`src/rtl/pmic_spi_pkg.sv`:
```
package pmic_spi_pkg;

    localparam int DATA_W    = 16;
    localparam int ADDR_W    = 4;
    localparam int CMD_W     = 12;
    localparam int STAT_W    = 4;
    localparam int FRAME_LEN = CMD_W + DATA_W + STAT_W;
    localparam int CNT_W     = $clog2(FRAME_LEN + 1);
    localparam int NUM_REGS  = 1 << ADDR_W;
    localparam int ADDR_LSB  = 6;
    localparam int WR_BIT    = 5;

    localparam logic [ADDR_W-1:0] A_LAST_PLAIN = ADDR_W'(7);
    localparam logic [ADDR_W-1:0] A_SRST       = ADDR_W'(11);
    localparam logic [ADDR_W-1:0] A_LOCK       = ADDR_W'(13);
    localparam logic [ADDR_W-1:0] A_REV        = ADDR_W'(NUM_REGS - 1);

    typedef struct packed {
        logic len_ok;
        logic wr;
        logic bad_addr;
        logic locked_out;
    } stat_t;

    function automatic logic addr_valid(input logic [ADDR_W-1:0] a);
        return (a <= A_LAST_PLAIN) || (a == A_SRST) || (a == A_LOCK) || (a == A_REV);
    endfunction

    function automatic logic addr_stored(input logic [ADDR_W-1:0] a);
        return (a <= A_LAST_PLAIN) || (a == A_LOCK);
    endfunction

endpackage

```
`src/rtl/pmic_spi_sync.sv`:
```
module pmic_spi_sync #(
    parameter int               WIDTH   = 3,
    parameter int               STAGES  = 2,
    parameter logic [WIDTH-1:0] RST_VAL = '0
) (
    input  logic             clk,
    input  logic             rst_n,
    input  logic [WIDTH-1:0] din,
    output logic [WIDTH-1:0] dout
);

    logic [STAGES-1:0][WIDTH-1:0] chain_d;
    logic [STAGES-1:0][WIDTH-1:0] chain_q;

    assign chain_d[0] = din;

    for (genvar g = 1; g < STAGES; g++) begin : g_stage
        assign chain_d[g] = chain_q[g-1];
    end

    always_ff @(posedge clk or negedge rst_n) begin
        if (!rst_n) chain_q <= {STAGES{RST_VAL}};
        else        chain_q <= chain_d;
    end

    assign dout = chain_q[STAGES-1];

endmodule

```
`src/rtl/pmic_spi_frame.sv`:
```
module pmic_spi_frame
    import pmic_spi_pkg::*;
(
    input  logic              clk,
    input  logic              rst_n,
    input  logic              sclk_s,
    input  logic              mosi_s,
    input  logic              csn_s,
    input  logic [DATA_W-1:0] rd_data,
    input  logic              unlocked,
    output logic [ADDR_W-1:0] rd_addr,
    output logic              wr_en,
    output logic [ADDR_W-1:0] wr_addr,
    output logic [DATA_W-1:0] wr_data,
    output logic              miso
);

    localparam int               RX_W     = DATA_W - 1;
    localparam logic [CNT_W-1:0] CNT_CMD  = CNT_W'(CMD_W);
    localparam logic [CNT_W-1:0] CNT_STAT = CNT_W'(CMD_W + DATA_W);
    localparam logic [CNT_W-1:0] CNT_END  = CNT_W'(FRAME_LEN);

    typedef struct packed {
        logic [CNT_W-1:0]  cnt;
        logic              sclk_prev;
        logic [RX_W-1:0]   rx;
        logic [DATA_W-1:0] tx;
        logic              miso;
        logic [ADDR_W-1:0] addr;
        logic              wr;
        logic [DATA_W-1:0] data;
        stat_t             stat;
        logic              commit;
    } frame_st_t;

    frame_st_t         d, q;
    logic [DATA_W-1:0] rx_n;
    logic              rise, fall;
    stat_t             st;

    // shift word including the bit present on this rising edge
    assign rx_n    = {q.rx, mosi_s};
    assign rd_addr = rx_n[ADDR_LSB+ADDR_W-1:ADDR_LSB];
    assign rise    = sclk_s & ~q.sclk_prev & ~csn_s;
    assign fall    = ~sclk_s & q.sclk_prev & ~csn_s;

    always_comb begin
        d           = q;
        d.commit    = 1'b0;
        d.sclk_prev = sclk_s;
        st          = q.stat;
        if (csn_s) begin
            d.cnt  = '0;
            d.miso = 1'b0;
        end else if (rise && q.cnt != CNT_END) begin
            d.rx  = rx_n[RX_W-1:0];
            d.cnt = q.cnt + 1'b1;
            if (q.cnt == CNT_CMD - 1'b1) begin
                d.addr = rd_addr;
                d.wr   = rx_n[WR_BIT];
                d.tx   = rx_n[WR_BIT] ? '0 : rd_data;
            end
            if (q.cnt == CNT_STAT - 1'b1) begin
                d.data        = rx_n;
                st.len_ok     = 1'b1;
                st.wr         = q.wr;
                st.bad_addr   = !addr_valid(q.addr) || (q.wr && q.addr == A_REV);
                st.locked_out = q.wr && !st.bad_addr && (q.addr != A_LOCK) && !unlocked;
                d.stat        = st;
                d.tx          = {st, {(DATA_W-STAT_W){1'b0}}};
            end
            if (q.cnt == CNT_END - 1'b1) begin
                d.commit = q.wr && !q.stat.bad_addr && !q.stat.locked_out;
            end
        end else if (fall && q.cnt >= CNT_CMD && q.cnt != CNT_END) begin
            d.miso = q.tx[DATA_W-1];
            d.tx   = {q.tx[DATA_W-2:0], 1'b0};
        end
    end

    always_ff @(posedge clk or negedge rst_n) begin
        if (!rst_n) q <= '0;
        else        q <= d;
    end

    assign wr_en   = q.commit;
    assign wr_addr = q.addr;
    assign wr_data = q.data;
    assign miso    = q.miso;

    AST_COMMIT_AT_END: assert property (@(posedge clk) disable iff (!rst_n)
        q.commit |-> (q.cnt == CNT_END));
    AST_ABORT_CLEARS: assert property (@(posedge clk) disable iff (!rst_n)
        csn_s |=> (q.cnt == '0));
    AST_STATUS_LEN: assert property (@(posedge clk) disable iff (!rst_n)
        (q.cnt >= CNT_STAT) |-> q.stat.len_ok);
    AST_WR_ECHO: assert property (@(posedge clk) disable iff (!rst_n)
        q.commit |-> q.stat.wr);

endmodule

```
`src/rtl/pmic_spi_regfile.sv`:
```
module pmic_spi_regfile
    import pmic_spi_pkg::*;
#(
    parameter logic [DATA_W-1:0] REV_ID = 16'h0A31
) (
    input  logic                       clk,
    input  logic                       rst_n,
    input  logic                       wr_en,
    input  logic [ADDR_W-1:0]          wr_addr,
    input  logic [DATA_W-1:0]          wr_data,
    input  logic [ADDR_W-1:0]          rd_addr,
    output logic [DATA_W-1:0]          rd_data,
    output logic                       unlocked,
    output logic [NUM_REGS*DATA_W-1:0] reg_vals
);

    localparam int MEM_N = NUM_REGS - 1;

    typedef struct packed {
        logic [MEM_N-1:0][DATA_W-1:0] mem;
        logic                         srst_pend;
    } rf_st_t;

    rf_st_t d, q;

    always_comb begin
        d           = q;
        d.srst_pend = 1'b0;
        if (q.srst_pend) begin
            d.mem = '0;
        end else if (wr_en) begin
            if (wr_addr == A_SRST)          d.srst_pend    = 1'b1;
            else if (addr_stored(wr_addr))  d.mem[wr_addr] = wr_data;
        end
    end

    always_ff @(posedge clk or negedge rst_n) begin
        if (!rst_n) q <= '0;
        else        q <= d;
    end

    always_comb begin
        if (rd_addr == A_REV)          rd_data = REV_ID;
        else if (addr_stored(rd_addr)) rd_data = q.mem[rd_addr];
        else                           rd_data = '0;
    end

    assign unlocked = (q.mem[A_LOCK] == DATA_W'(1));

    for (genvar g = 0; g < NUM_REGS; g++) begin : g_out
        if (g == NUM_REGS - 1) begin : g_rev
            assign reg_vals[g*DATA_W +: DATA_W] = REV_ID;
        end else begin : g_mem
            assign reg_vals[g*DATA_W +: DATA_W] = q.mem[g];
        end
    end

    AST_LOCK_RESPECTED: assert property (@(posedge clk) disable iff (!rst_n)
        (wr_en && wr_addr != A_LOCK) |-> unlocked);
    AST_NO_BAD_WRITE: assert property (@(posedge clk) disable iff (!rst_n)
        wr_en |-> (addr_valid(wr_addr) && wr_addr != A_REV));
    AST_SRST_CLEARS: assert property (@(posedge clk) disable iff (!rst_n)
        q.srst_pend |=> (q.mem == '0));
    AST_HOLD_IDLE: assert property (@(posedge clk) disable iff (!rst_n)
        (!wr_en && !q.srst_pend) |=> $stable(q.mem));

endmodule

```
`src/rtl/pmic_spi_regslave.sv`:
```
module pmic_spi_regslave
    import pmic_spi_pkg::*;
#(
    parameter logic [DATA_W-1:0] REV_ID      = 16'h0A31,
    parameter int                SYNC_STAGES = 2
) (
    input  logic                       clk,
    input  logic                       rst_n,
    input  logic                       spi_sclk,
    input  logic                       spi_cs_n,
    input  logic                       spi_mosi,
    output logic                       spi_miso,
    output logic [NUM_REGS*DATA_W-1:0] reg_vals
);

    logic              sclk_s, mosi_s, csn_s;
    logic [ADDR_W-1:0] rd_addr, wr_addr;
    logic [DATA_W-1:0] rd_data, wr_data;
    logic              wr_en, unlocked;

    pmic_spi_sync #(
        .WIDTH   (3),
        .STAGES  (SYNC_STAGES),
        .RST_VAL (3'b100)
    ) u_sync (
        .clk   (clk),
        .rst_n (rst_n),
        .din   ({spi_cs_n, spi_mosi, spi_sclk}),
        .dout  ({csn_s, mosi_s, sclk_s})
    );

    pmic_spi_frame u_frame (
        .clk      (clk),
        .rst_n    (rst_n),
        .sclk_s   (sclk_s),
        .mosi_s   (mosi_s),
        .csn_s    (csn_s),
        .rd_data  (rd_data),
        .unlocked (unlocked),
        .rd_addr  (rd_addr),
        .wr_en    (wr_en),
        .wr_addr  (wr_addr),
        .wr_data  (wr_data),
        .miso     (spi_miso)
    );

    pmic_spi_regfile #(
        .REV_ID (REV_ID)
    ) u_regfile (
        .clk      (clk),
        .rst_n    (rst_n),
        .wr_en    (wr_en),
        .wr_addr  (wr_addr),
        .wr_data  (wr_data),
        .rd_addr  (rd_addr),
        .rd_data  (rd_data),
        .unlocked (unlocked),
        .reg_vals (reg_vals)
    );

endmodule

```
`config.mk`:
```
export PLATFORM = sky130hd
export DESIGN_NAME = pmic_spi_regslave
export DESIGN_NICKNAME = d
export VERILOG_FILES = /design/src/rtl/pmic_spi_pkg.sv /design/src/rtl/pmic_spi_sync.sv /design/src/rtl/pmic_spi_frame.sv /design/src/rtl/pmic_spi_regfile.sv /design/src/rtl/pmic_spi_regslave.sv
export SDC_FILE = /design/constraint.sdc
export NUM_CORES = 1
export LEC_CHECK = 0
export ABC_AREA = 1
export BUFFER_PORTS_ARGS = -buffer_cell sky130_fd_sc_hd__buf_4
export CAP_MARGIN = 20
export CORE_MARGIN = 2
export CORE_UTILIZATION = 40
export DETAILED_ROUTE_END_ITERATION = 6
export PLACE_DENSITY = 0.62
export SETUP_SLACK_MARGIN = 0.05
export SLEW_MARGIN = 20
export SYNTH_ARGS = -nofsm -noshare
export SYNTH_HDL_FRONTEND = slang
export SYNTH_HIERARCHICAL = 1
export SYNTH_SLANG_ARGS = --single-unit
```
`constraint.sdc`:
```
create_clock -name clk -period 2.8 [get_ports clk]
set_input_delay 0 -clock clk [delete_from_list [all_inputs] [get_ports clk]]
set_output_delay 0 -clock clk [all_outputs]
set_load 0.01 [all_outputs]
```
## Word level (Yosys, flattened, before mapping)

Index checks and enable logic that the tools add are counted.

| operators by class | value |
|---|---|
| magnitude comparators | 6 |
| reduce and logical (&&, ||, !) cells | 32 |
| bitwise gates (word level) | 7 |
| add/subtract/negate cells | 1 |
| equality and inequality tests | 14 |
| muxes and demuxes | 25 |

Operator list:

| cell | number |
|---|---|
| 240-bit 2-to-1 mux | 3 |
| 241-bit 2-to-1 mux | 1 |
| 240-bit bitwise mux | 1 |
| 16-bit 2-to-1 mux | 8 |
| 16-bit binary-select mux with 4-bit select | 1 |
| 16-bit demux with 4-bit select | 1 |
| 4-bit == test (second input constant) | 5 |
| 17-bit 2-to-1 mux | 1 |
| 16-bit by 1-bit == test with 1-bit output (second input constant) | 1 |
| 6-bit by 5-bit == test with 1-bit output (second input constant) | 2 |
| 6-bit 2-to-1 mux | 2 |
| 3-bit AND reduction | 4 |
| 1-bit logical AND | 10 |
| 4-bit by 5-bit less-than comparator with 1-bit output (second input constant) | 2 |
| 2-bit nonzero test | 5 |
| 4-bit by 3-bit <= comparator with 1-bit output (second input constant) | 2 |
| 1-bit 2-to-1 mux | 7 |
| 6-bit by 1-bit adder with 6-bit output (second input constant) | 1 |
| 6-bit by 4-bit == test with 1-bit output (second input constant) | 1 |
| 6-bit by 4-bit >= comparator with 1-bit output (second input constant) | 1 |
| 1-bit logical OR | 6 |
| 6-bit inequality test (second input constant) | 1 |
| 1-bit zero test | 5 |
| 1-bit bitwise AND | 4 |
| 7 further kinds | 10 |

| word-level totals | value |
|---|---|
| input port bits | 5 |
| logic and storage cells | 114 |
| output and inout port bits | 257 |
| bits in registers | 310 |

## Logic depth before layout (Yosys ltp)

| logic depth | value |
|---|---|
| depth after elaboration | 12 |
| mapped depth | 17 |
| gate-level depth less buffers | 15 |

## By module

Netlist, hierarchy kept.

Modules (own cells, without submodules):

| module | cells each | times used | area each (um^2) | seq. area each (um^2) |
|---|---|---|---|---|
| pmic_spi_regfile | 1608 | 1 | 13031.2 | 6030.8 |
| pmic_spi_frame | 371 | 1 | 3183.1 | 1576.5 |
| pmic_spi_sync | 6 | 1 | 152.6 | 152.6 |

## Least setup slack after synthesis

Ideal clock, no wire load.

| timing | value |
|---|---|
| kind | reg-to-reg |
| from | register u_frame.q (netlist bit u_frame/rd_addr[0]) |
| to | register u_frame/q[41] (netlist name) |
| path buffers | 3 |
| data required time | 2735 ps |
| slack | 990 ps |
| clock period less this slack | 1810 ps |
| arrival time | 1745 ps |
| cell stages (with the launch flop) | 15 |
| library setup time | 65 ps |
| cells stage by stage | dfrtp_1 buf_4 buf_2 nor2_1 clkbuf_1 nand2_1 nand3_1 a21oi_1 nor2_1 nand2_1 o21ai_0 nand2_1 nand2_1 nand2_1 nand2_1 |

| between the ends | value |
|---|---|
| cells in the longest elaborated chain, start to end | 8 |
| elaborated cells between the ends (all ways) | 12 |
| those cells by class | order compare: 1; eq/ne: 2; mux: 8; reduce/logical: 1 |

Ends and longest elaborated chain:

| what | line | source |
|---|---|---|
| from (decl) | pmic_spi_frame.sv:36 | `frame_st_t d, q;` |
| from (signal assigned) | pmic_spi_frame.sv:82 | `if (!rst_n) q <= '0;` |
| from (signal assigned) | pmic_spi_frame.sv:83 | `else q <= d;` |
| 16-bit binary-select mux with 4-bit select (tied with other cells) | pmic_spi_regfile.sv:44 | `else if (addr_stored(rd_addr)) rd_data = q.mem[rd_addr];` |
| 16-bit 2-to-1 mux (implied by the code) or 1-bit logical OR (tied branches) | pmic_spi_regfile.sv:44, pmic_spi_pkg.sv:30 |  |
| 16-bit 2-to-1 mux | pmic_spi_regfile.sv:44 |  |
| 16-bit 2-to-1 mux * | pmic_spi_regfile.sv:43 | `if (rd_addr == A_REV) rd_data = REV_ID;` |
| named net rd_data[14] | pmic_spi_regslave.sv:18 | `logic [DATA_W-1:0] rd_data, wr_data;` |
| 16-bit 2-to-1 mux * | pmic_spi_frame.sv:61 | `d.tx = rx_n[WR_BIT] ? '0 : rd_data;` |
| 16-bit 2-to-1 mux * | pmic_spi_frame.sv:58 | `if (q.cnt == CNT_CMD - 1'b1) begin` |
| 16-bit 2-to-1 mux * | pmic_spi_frame.sv:63 | `if (q.cnt == CNT_STAT - 1'b1) begin` |
| 16-bit 2-to-1 mux * | pmic_spi_frame.sv:55 | `end else if (rise && q.cnt != CNT_END) begin` |

The timed path passes the listed nets; every way through them passes the cells marked *. The select of a mux whose other input is x is not followed.
A chain may end at the register's enable or synchronous reset.

## Worst setup path in the final report

| timing | value |
|---|---|
| from | register u_frame/q[59] (netlist name) |
| to | register u_frame.q (netlist bit u_frame/wr_data[0]) |

| between the ends | value |
|---|---|
| cells in the longest elaborated chain, start to end | 3 |
| elaborated cells between the ends (all ways) | 4 |
| those cells by class | eq/ne: 2; reduce/logical: 2 |

Ends and longest elaborated chain:

| what | line |
|---|---|
| 6-bit inequality test | pmic_spi_frame.sv:55 |
| 1-bit logical AND | pmic_spi_frame.sv:55 |
| 3-bit AND reduction (no source line) * | -- |

Every way passes the cells marked *; elsewhere a longest branch is shown, timed or not.

==> summary.txt <==
Detailed routing
  – Routed wire length on met3: 5447 um
  – Final WL: 49,940 um
  – Vias/cell: between 5 and 6
  – Met2 Wirelength: between 20,000 and 25,000 um
  – Drt first pass iters: 5
  – M1 WL: 20,070 um
  – Antenna viol nets, final: 0
  – Initial drt markers: approximately 1.5k
  – Wire per inst: 20.19 um
  – Via count: 12.94k
  – DR DRC count: 0
  – Top Layer Used: met4

Placement
  – Post-DP HPWL: 33,040 um
  – GPL Wtd Cong: 0.9419
  – Port Buffer Count: 245

Worst setup path
  – Depth of the most critical reg-to-reg path: 10
  – R2R Setup Slk: 720 ps
  – Crit-path max FO: 31
  – Setup crit end kind: register
  – Crit path kind: register to register
  – Crit path arrival time: 2550 ps
  – Crit-path most repeated cell: nand2_1
  – CP startpoint kind: register
  – Slowest-stage cell, CP: inv_2
  – Cell chain of the critical path: inv_1, ha_1, nand2_1, clkinv_1, nand3_2, nand2_4, nor2_4, inv_2, nand2_1, o21ai_2
  – Max incr delay on CP: approximately 470 ps
  – Req. time, crit path: roughly 3300 ps
  – Reg-to-reg endpoint: u_frame/wr_data[0]
  – Worst R2R Start: u_frame/q[59]

Pwr
  – VDD IR-drop max: 0.0003541 V
  – LEAKAGE: 8.629 nW
  – Cell Pwr Density: 610.4 nW/um^2
  – PnR Total Power: 0.01087 W

Die
  – Die H: 206.3 um
  – Die area: 42,550 um^2
  – Site Rows: 74
  – Io pins: 262
  – Core Region: 40,650 um^2
  – Die X: slightly above 200 um
  – Starting density of the core: 40.27%

Synth
  – Post-synth EDFFs: 0
  – Library cells used by synthesis: 40
  – Simple-gate share of the synthesized area: 23.86%
  – Yosys top cell area share: a little under half
  – Yosys warns: 6
  – Compound-Gate Fraction of Synth Area: 7.943%
  – Count leader, synth: nand2_1
  – Fraction of synthesized area in multiplexers: 0%
  – Largest family of logic cells by synthesized area: simple AND/OR/NAND/NOR gates
  – Average instance area after synthesis: 8.245 um^2
  – Mapped Area: 16,370 um^2
  – Post-synthesis adder-cell area fraction: less than 1%
  – Post-synthesis xor/xnor area fraction: 0%
  – Sequential fraction of the synthesis area: a little under half
  – Cell taking the most area after synthesis: dfrtp_1
  – Synthesis-stage register bit count: 310
  – Synth async-reset ratio: 100.0%
  – Synth top cells by count: 318 x nand2_1, 308 x dfrtp_1, 288 x buf_4, 288 x nand3_1, 181 x nor2_1
  – Primary FF master, synth: dfrtp_1
  – Synth top area cells: dfrtp_1 47%, buf_4 13%, nand3_1 8.8%
  – Post-Syn Instances: 1,985

Clocking
  – Worst skew pair latency: between 500 and 600 ps
  – TritonCTS clock tree: yes
  – Clock transition at path regs: 60 ps
  – Post-CTS sizing: 0
  – Clock Sinks: 310
  – CTS Hold Bufs: 4
  – Num CTS Buffers: 36
  – CTS max path bufs: 3
  – H-tree depth: 2
  – Root Driver: clkbuf_16
  – Post CTS Setup Buffer Count: 0

GRT
  – Gr ovfl total: 0
  – First-pass GRT wire length: approximately 75,000 um
  – Largest net degree at the start of global routing: 164
  – Antenna violations before repair: 0
  – Number of global-route vias before repair: 12.07k
  – Gr usage total: 23.30%

Timing
  – Max-slew violations: 0
  – Final hold vios: 0
  – RSZ-0062 raised after global routing: false
  – Slew headroom: 39.50%
  – Final setup TNS: 0 ps
  – Minimum clock period: 2080 ps
  – Achievable Freq: around 480 MHz
  – Clock Skews: 18.17 ps
  – Final setup violation count: 0
  – Tcrit/Tclk final: 74.29%
  – Slew @ Worst Pin: 907.5 ps

Layout
  – Fraction of layout cells with a size suffix above 1: approximately a fifth
  – Fill cells: 3,963
  – Final core occ: approximately 44%
  – Area occupied by multi-input gates: ~5300 um^2
  – FF+latch area: 7769 um^2
  – # diodes: 0
  – Area Growth Syn to Fin: 8.776%
  – Final #Nets: 1,920

Min path
  – Worst min path class: primary input to async pin

Run
  – MaxCap Viol Count: 0

Outcome
  – Status: finished clean
-- stage by stage --
step                hold WS, ps  cell area (um^2)  setup WS (ps)  cells
finish                    33.26             17800          719.8   2473
global route              107.3             17800          518.9   2473
CTS                       65.25             17800          717.2   2473
detailed placement        59.37             16510          743.9   2403
global placement          63.83             16510          801.4   2403
floorplan                -295.6             16420          989.7   1999
-- cell usage in the layout, fill, tap and decap left out, types with 6 or more instances in the layout --
cell type / n
clkbuf_16: 37
nand3_2: 16
inv_1: 165
buf_4: 267
dfrtp_1: 305
o21ai_1: 54
nand3_4: 6
nor2_1: 180
o21ai_2: 15
clkbuf_1: 8
clkbuf_8: 9
conb_1: 16
o21ai_0: 149
nand4_1: 12
a21oi_1: 17
inv_2: 9
nand3_1: 288
nand2_1: 318
-- routing by layer --
metal  GRT usage, %  vias to the layer above
li1               -                     5890
met2          35.49                      741
met1          32.20                     6199
met5              0                        -
met3          4.746                      108
met4          9.923                        0
-- kinds of logic (layout without fill, tap and decap cells) --
kind of cell,after synthesis,after routing
AO/OA/AOI/OAI,244,244
AND/OR/NAND/NOR,849,849
buffers and inverters,578,520
flip-flops,310,310
adder cells (fa/ha/maj),2,2
other,2,16
-- sequential cells by signal, summed over array words and instances, names as in the netlist --
name and count:
u_regfile/reg_vals 240, u_frame/q 37, u_frame/wr_data 16, u_frame/rd_addr 4, u_frame/wr_addr 4, u_sync/chain_d 3, u_sync/dout 3, u_frame/miso 1
u_frame/wr_en 1, u_regfile/q 1
-- critical path: cells and delay by family, from the launching register on --
family / cells / cell delay, ps
adders and majority gates: 1 / 170
and+or+nand+nor: 5 / 680
AOI/OAI and AO/OA: 1 / 90
DFF: 1 / 390
buffers and inverters: 3 / 630
-- power breakdown --
| group | total (W) | leakage (nW) | internal [W] | switching, W |
|---|---|---|---|---|
| clock | 0.00498 | 0.615 | 0.00304 | 0.00193 |
| sequential | 0.00465 | 4.29 | 0.00459 | 0.0000664 |
| combinational | 0.00124 | 3.72 | 0.000349 | 0.000890 |
-- final cells by class --
class,count,area share [%]
inverters,177,3.746
clock inverters,12,0.9558
flip-flops and latches,310,43.64
well taps,532,3.739
repair buffers,277,12.13
clock buffers,54,6.065
multi-input cells,1111,29.73
-- worst max path at each step --
stage | cells after the start | startpoint | to
final | 10 | u_frame/q[59] | u_frame/wr_data[0]
after detailed placement | 10 | u_frame/q[59] | u_frame/wr_data[0]
after global routing | 10 | u_frame/q[59] | u_frame/wr_data[0]
after floorplan | 14 | u_frame/rd_addr[0] | u_frame/q[41]
after CTS | 10 | u_frame/q[59] | u_frame/wr_data[9]
after global placement | 12 | u_frame/q[59] | u_frame/q[42]
Note: power is estimated with default switching activity, not from simulation.
